### src/rtl/regwin_pkg.sv
// Shared types and constants for the indirect register access bridge.
// Assumes the control-word field positions are fixed; only the parameter
// word contents vary between builds.
package regwin_pkg;

    localparam int IB_AW = 13;
    localparam int IB_DW = 32;

    localparam int OFS_PARAM = 8'h08;
    localparam int OFS_CTRL  = 8'h10;
    localparam int OFS_STAT  = 8'h18;

    typedef enum logic [1:0] {
        OP_IDLE  = 2'd0,
        OP_READ  = 2'd1,
        OP_WRITE = 2'd2,
        OP_RSVD  = 2'd3
    } op_e;

    typedef struct packed {
        op_e              op;
        logic [IB_AW-1:0] addr;
        logic [IB_DW-1:0] data;
    } ctrl_t;

endpackage

### src/rtl/regwin_ctrl_reg.sv
// Control word register: captures host writes to the control offset while
// the engine is idle and flags when a read or write command is accepted.
// Assumes hst_wr_en is a single-cycle strobe; reserved bits are dropped.
module regwin_ctrl_reg
    import regwin_pkg::*;
#(
    parameter int ADDR_W = 5
) (
    input  logic              clk,
    input  logic              rst_n,
    input  logic [ADDR_W-1:0] hst_addr,
    input  logic              hst_wr_en,
    input  logic [63:0]       hst_wdata,
    input  logic              busy,
    output ctrl_t             ctrl_q,
    output logic              start
);

    logic  accept;
    ctrl_t ctrl_d;
    logic  rsv_unused;

    // Decode a control write that may be taken now.
    always_comb begin
        accept = hst_wr_en && (hst_addr == ADDR_W'(OFS_CTRL)) && !busy;
        ctrl_d.op   = op_e'(hst_wdata[63:62]);
        ctrl_d.addr = hst_wdata[32 +: IB_AW];
        ctrl_d.data = hst_wdata[IB_DW-1:0];
        start  = accept && ((ctrl_d.op == OP_READ) || (ctrl_d.op == OP_WRITE));
    end

    assign rsv_unused = ^hst_wdata[61:45];

    // Hold the last accepted control word.
    always_ff @(posedge clk) begin
        if (!rst_n)      ctrl_q <= '0;
        else if (accept) ctrl_q <= ctrl_d;
    end

    AST_BUSY_WRITE_IGNORED: assert property (@(posedge clk) disable iff (!rst_n)
        busy && hst_wr_en && (hst_addr == ADDR_W'(OFS_CTRL)) |=> $stable(ctrl_q));

endmodule

### src/rtl/regwin_txn_engine.sv
// Single-transaction engine: raises the internal request on a start, holds
// it until acknowledge, then sets the completion flag and latches read data.
// Assumes ctrl is frozen while busy (guaranteed by the control register).
module regwin_txn_engine
    import regwin_pkg::*;
(
    input  logic             clk,
    input  logic             rst_n,
    input  logic             start,
    input  ctrl_t            ctrl,
    input  logic             ib_ack,
    input  logic [IB_DW-1:0] ib_rdata,
    output logic             busy,
    output logic             sts_valid,
    output logic [IB_DW-1:0] sts_rdata,
    output logic             ib_req,
    output logic             ib_we,
    output logic [IB_AW-1:0] ib_addr,
    output logic [IB_DW-1:0] ib_wdata
);

    logic done;

    // Completion happens only on an acknowledge to a live request.
    assign done = busy && ib_ack;

    // Track the in-flight state and the completion flag.
    always_ff @(posedge clk) begin
        if (!rst_n) begin
            busy      <= 1'b0;
            sts_valid <= 1'b0;
        end else if (done) begin
            busy      <= 1'b0;
            sts_valid <= 1'b1;
        end else if (start) begin
            busy      <= 1'b1;
            sts_valid <= 1'b0;
        end
    end

    // Latch read data at the acknowledge of a read.
    always_ff @(posedge clk) begin
        if (!rst_n)                            sts_rdata <= '0;
        else if (done && ctrl.op == OP_READ)   sts_rdata <= ib_rdata;
    end

    // Drive the internal bus from the frozen control word.
    always_comb begin
        ib_req   = busy;
        ib_we    = (ctrl.op == OP_WRITE);
        ib_addr  = ctrl.addr;
        ib_wdata = ctrl.data;
    end

    AST_START_RAISES_REQ: assert property (@(posedge clk) disable iff (!rst_n)
        start |=> ib_req && !sts_valid);
    AST_REQ_HELD: assert property (@(posedge clk) disable iff (!rst_n)
        ib_req && !ib_ack |=> ib_req && $stable(ib_addr) && $stable(ib_we) && $stable(ib_wdata));
    AST_ACK_COMPLETES: assert property (@(posedge clk) disable iff (!rst_n)
        ib_req && ib_ack |=> !ib_req && sts_valid);
    AST_WRITE_KEEPS_DATA: assert property (@(posedge clk) disable iff (!rst_n)
        ib_req && ib_ack && ib_we |=> $stable(sts_rdata));
    AST_IDLE_STATUS_STABLE: assert property (@(posedge clk) disable iff (!rst_n)
        !ib_req && !start |=> $stable(sts_valid) && $stable(sts_rdata));

endmodule

### src/rtl/regwin_read_mux.sv
// Host read path: selects the parameter, control or status word by offset.
// Assumes combinational read; unmapped offsets return zero.
module regwin_read_mux
    import regwin_pkg::*;
#(
    parameter int          ADDR_W     = 5,
    parameter bit          LSB_FIRST  = 1'b0,
    parameter int          WORD_BITS  = 32,
    parameter int          NUM_SEL    = 1,
    parameter bit          CLK_POL    = 1'b0,
    parameter bit          CLK_PHA    = 1'b0,
    parameter logic [15:0] PERIPH_ID  = 16'h0000
) (
    input  logic [ADDR_W-1:0] hst_addr,
    input  ctrl_t             ctrl,
    input  logic              sts_valid,
    input  logic [IB_DW-1:0]  sts_rdata,
    output logic [63:0]       hst_rdata
);

    localparam logic [63:0] PARAM_WORD = {16'h0000, PERIPH_ID, 16'h0000,
                                          CLK_PHA, CLK_POL, 6'(NUM_SEL),
                                          6'(WORD_BITS), LSB_FIRST, 1'b0};

    logic [63:0] ctrl_word;
    logic [63:0] stat_word;

    // Assemble readable images of the live registers.
    always_comb begin
        ctrl_word = {ctrl.op, 17'd0, ctrl.addr, ctrl.data};
        stat_word = {31'd0, sts_valid, sts_rdata};
    end

    // Select by offset.
    always_comb begin
        case (hst_addr)
            ADDR_W'(OFS_PARAM): hst_rdata = PARAM_WORD;
            ADDR_W'(OFS_CTRL):  hst_rdata = ctrl_word;
            ADDR_W'(OFS_STAT):  hst_rdata = stat_word;
            default:            hst_rdata = 64'd0;
        endcase
    end

endmodule

### src/rtl/regwin_bridge.sv
// Indirect register access bridge top: 64-bit host window onto a 32-bit
// request/acknowledge register bus, one transaction at a time.
// Assumes the internal bus holds ib_rdata valid in the acknowledge cycle.
module regwin_bridge
    import regwin_pkg::*;
#(
    parameter int          ADDR_W     = 5,
    parameter bit          LSB_FIRST  = 1'b0,
    parameter int          WORD_BITS  = 32,
    parameter int          NUM_SEL    = 1,
    parameter bit          CLK_POL    = 1'b0,
    parameter bit          CLK_PHA    = 1'b0,
    parameter logic [15:0] PERIPH_ID  = 16'h0000
) (
    input  logic              clk,
    input  logic              rst_n,
    input  logic [ADDR_W-1:0] hst_addr,
    input  logic              hst_wr_en,
    input  logic [63:0]       hst_wdata,
    output logic [63:0]       hst_rdata,
    output logic              ib_req,
    output logic              ib_we,
    output logic [12:0]       ib_addr,
    output logic [31:0]       ib_wdata,
    input  logic              ib_ack,
    input  logic [31:0]       ib_rdata
);

    ctrl_t            ctrl_q;
    logic             start;
    logic             busy;
    logic             sts_valid;
    logic [IB_DW-1:0] sts_rdata;

    regwin_ctrl_reg #(.ADDR_W(ADDR_W)) u_ctrl (
        .clk(clk), .rst_n(rst_n), .hst_addr(hst_addr), .hst_wr_en(hst_wr_en),
        .hst_wdata(hst_wdata), .busy(busy), .ctrl_q(ctrl_q), .start(start)
    );

    regwin_txn_engine u_eng (
        .clk(clk), .rst_n(rst_n), .start(start), .ctrl(ctrl_q),
        .ib_ack(ib_ack), .ib_rdata(ib_rdata), .busy(busy),
        .sts_valid(sts_valid), .sts_rdata(sts_rdata), .ib_req(ib_req),
        .ib_we(ib_we), .ib_addr(ib_addr), .ib_wdata(ib_wdata)
    );

    regwin_read_mux #(
        .ADDR_W(ADDR_W), .LSB_FIRST(LSB_FIRST), .WORD_BITS(WORD_BITS),
        .NUM_SEL(NUM_SEL), .CLK_POL(CLK_POL), .CLK_PHA(CLK_PHA),
        .PERIPH_ID(PERIPH_ID)
    ) u_rmux (
        .hst_addr(hst_addr), .ctrl(ctrl_q), .sts_valid(sts_valid),
        .sts_rdata(sts_rdata), .hst_rdata(hst_rdata)
    );

    AST_RESET_QUIET: assert property (@(posedge clk)
        !rst_n |=> !ib_req);
    AST_NO_VALID_WHILE_BUSY: assert property (@(posedge clk) disable iff (!rst_n)
        ib_req |-> !hst_rdata[32] || hst_addr != ADDR_W'(OFS_STAT));

endmodule

### config.mk
export PLATFORM = sky130hd
export DESIGN_NAME = regwin_bridge
export DESIGN_NICKNAME = d
export VERILOG_FILES = /design/src/rtl/regwin_pkg.sv /design/src/rtl/regwin_ctrl_reg.sv /design/src/rtl/regwin_txn_engine.sv /design/src/rtl/regwin_read_mux.sv /design/src/rtl/regwin_bridge.sv
export SDC_FILE = /design/constraint.sdc
export NUM_CORES = 1
export LEC_CHECK = 0
export ABC_AREA = 1
export CAP_MARGIN = 10
export CELL_PAD_IN_SITES_DETAIL_PLACEMENT = 0
export CELL_PAD_IN_SITES_GLOBAL_PLACEMENT = 1
export CORE_ASPECT_RATIO = 0.8
export CORE_MARGIN = 5
export CORE_UTILIZATION = 28
export CTS_CLUSTER_DIAMETER = 80
export DETAILED_ROUTE_END_ITERATION = 10
export PLACE_DENSITY = 0.92
export SLEW_MARGIN = 15
export SYNTH_ARGS = -nofsm -noshare
export SYNTH_HDL_FRONTEND = slang
export SYNTH_SLANG_ARGS = --single-unit
### constraint.sdc
create_clock -name clk -period 2.7 [get_ports clk]
set_clock_uncertainty 0.05 [all_clocks]
set_input_delay 0.54 -clock clk [delete_from_list [all_inputs] [get_ports clk]]
set_output_delay 0.54 -clock clk [all_outputs]
set_load 0.05 [all_outputs]
==> key figures <==
Timing
  – Worst-margin pin slew: 0.543 ns
  – Final critical-path required period: between 2 and 3 ns
  – Final max-slew violation count: 0
  – Setup-failing EPs final: 0
  – RSZ-0062 raised after global routing: no
  – Slew headroom: 63.7%
  – Fin crit share: 97.1%
  – Fmax achieved: ~0.38 GHz
  – Setup TNS: 0 ns
  – Final Hold Viols: 0

Yosys
  – Synthesized cell area: 3800 um2
  – YS warnings: 0
  – Sequential fraction of the synthesis area: 42.6%
  – Mapped Cells: approximately 510
  – Post-synth top area cell: dfxtp_1
  – Ranking of synthesized cells by area: dfxtp_1 (43%), nor2_1 (17%), buf_4 (12%), o21ai_0 (7.5%), a22o_1 (7.1%)
  – Synth top area share: 42.6%
  – Most numerous cell in the Yosys netlist: nor2_1
  – Commonest register cell after synthesis: dfxtp_1
  – Register bit total from synthesis: 81
  – Synth cell types: 21
  – Number of synthesized flops with an enable pin: 0
  – Async SR Flop Fraction: 0%
  – Post-synth top cells: nor2_1 (176), dfxtp_1 (81), buf_4 (62)
  – Post-Synthesis Mean Instance Area: around 7.5 um2

CTS
  – H-tree depth: 3
  – Sink Count: 81
  – Root Driver: clkbuf_16
  – Clk slew on worst S/H paths: 0.06 ns
  – Setup bufs post-CTS: 0
  – Clock Latency Late Sink: 0.33 ns
  – Num CTS Buffers: 9
  – TritonCTS clock tree: yes
  – Clock Path Buffers: 2

Worst setup path
  – Worst EP arrival: slightly above 2 ns
  – Startpoint Class: primary input
  – Critical Path Sink Type: output port
  – CP Class: primary input to output port
  – CP Data Required Time: 2.11 ns
  – CP max FO: 19

Die
  – Effective utilization at floorplan: 28.3%
  – Core area: 13500 um2
  – Die Area: 16000 um2
  – Num ports: between 200 and 250
  – Die W: 140 um
  – FP Rows: 38
  – DIE HEIGHT: 114 um

Route
  – Final ANT Viol Nets: 0
  – First DRT Iteration DRCs: 107
  – Pre-antenna DRT Iters: 4
  – Drt drc: 0
  – Vias per cell: 4.31
  – WL/cell: roughly 15 um
  – WL final: 11900 um
  – Vias: 3500

Layout
  – Layout area overhead: 61.6%
  – Final #Nets: 737
  – Util after Layout: ~46%
  – # diodes: 0
  – Layout cells sized above 1: between 10 and 15%
  – Layout fillers: 1323

Job
  – Max-cap violations: 0

Power
  – Worst vdd ir: 0.321 mV
  – Leakage: 2.39 nW
  – P per Cell Area: approximately 430 nW/um2
  – Overall power: 0.00263 W

GRT
  – M1 GR Usage: between 10% and 20%
  – Busiest grt layer: met2
  – GRT overflow: 0
  – GRT Total Usage: 14.3%
  – Met2 Usage GRT: between 20% and 30%
  – Vias in the first global route: 3187
  – Initial antenna violation count: 0
  – First-pass GRT wire length: 17900 um
  – Largest net degree at the start of global routing: 82
  – Global Route met3 Usage: 7.52%

Outcome
  – Status: finished clean

Placement
  – IO buf count: 181
  – RePlAce Congestion: 0.775
  – Dpl hpwl: 8590 um

Hold path
  – Min-delay worst type: register to register
[critical path, stage by stage]
cell and delay (ns):
clkdlybuf4s50_1 0.44, nor2_2 0.20, nand2_1 0.12, nor2_2 0.18
buf_12 0.19, a22o_1 0.20, buf_12 0.15
[placed cells by master, fill, tap and decap left out, drive strengths merged]
master	n
nor2	179
clkdlybuf4s50	133
dfxtp	81
o21ai	81
buf	60
a22o	31
inv	23
conb	17
clkbuf	11
nand2	10
nand3	2
a21oi	2
nor3	1
xor2	1
clkinv	1
[metal layers]
layer,part of all wire [%],vias up
met1,44,1567
met4,0.94,0
li1,-,1800
met5,0,-
met2,44,125
met3,10,8
[path summary, 6_finish.rpt]
path | startpoint | end | cells past startpoint | slack, ns
setup reg to reg | u_eng.busy$_SDFFE_PP0P_ | u_eng.sts_rdata[18]$_SDFFE_PN0P_ | 6 | 1.34
hold reg to reg | u_eng.sts_valid$_SDFFE_PN0P_ | u_eng.sts_valid$_SDFFE_PN0P_ | 2 | 0.43
setup / recovery | hst_addr[1] | hst_rdata[18] | 7 | 0.08
hold / removal | u_eng.sts_valid$_SDFFE_PN0P_ | u_eng.sts_valid$_SDFFE_PN0P_ | 2 | 0.43
[what timing repair did]
action,4_1_cts,5_1_grt
hold buffers,0,0
setup endpoints to repair,0,12
gates resized for setup,0,1
[area by class of cell]
type / count / area [um2] / share of cell area, %
well taps: 180 / 225 / 3.66
clock inverters: 1 / 5.00 / 0.0814
inverters: 23 / 86.3 / 1.40
repair buffers: 193 / 2430 / 39.6
multi-input cells: 324 / 1520 / 24.8
clock buffers: 11 / 253 / 4.11
flip-flops and latches: 81 / 1620 / 26.4
[cells by family (layout without fill, tap and decap cells)]
family          Yosys count  after routing  share of synthesized area, %
xor+xnor                  1              1                         0.230
simple gates            192            192                          19.9
compound gates          114            114                          18.1
flops                    81             81                          42.6
buf+inv                 117            228                          19.1
other cells               1             17                        0.0986
[through the flow]
stage	worst slack, ns	area [um2]	hold slack [ns]	std cells
finish	0.0774	6150	0.425	813
global route	0.000256	6150	0.460	813
CTS	0.0252	6140	0.424	813
detailed placement	0.0300	5890	0.410	801
global placement	0.0596	5890	0.399	801
floorplan	0.407	3860	0.386	522
[power by group]
group	total (W)	internal (W)	switching, W
Sequential	0.00121	0.00120	0.00000713
Combinational	0.000314	0.000152	0.000162
Clock	0.00111	0.000650	0.000458
Total	0.00263	0.00201	0.000627
[registers in the layout, summed over array words and instances (netlist names)]
signal / count
u_ctrl.ctrl_q: 47
u_eng.sts_rdata: 32
u_eng.busy: 1
u_eng.sts_valid: 1
(Power assumes the default switching activity.)
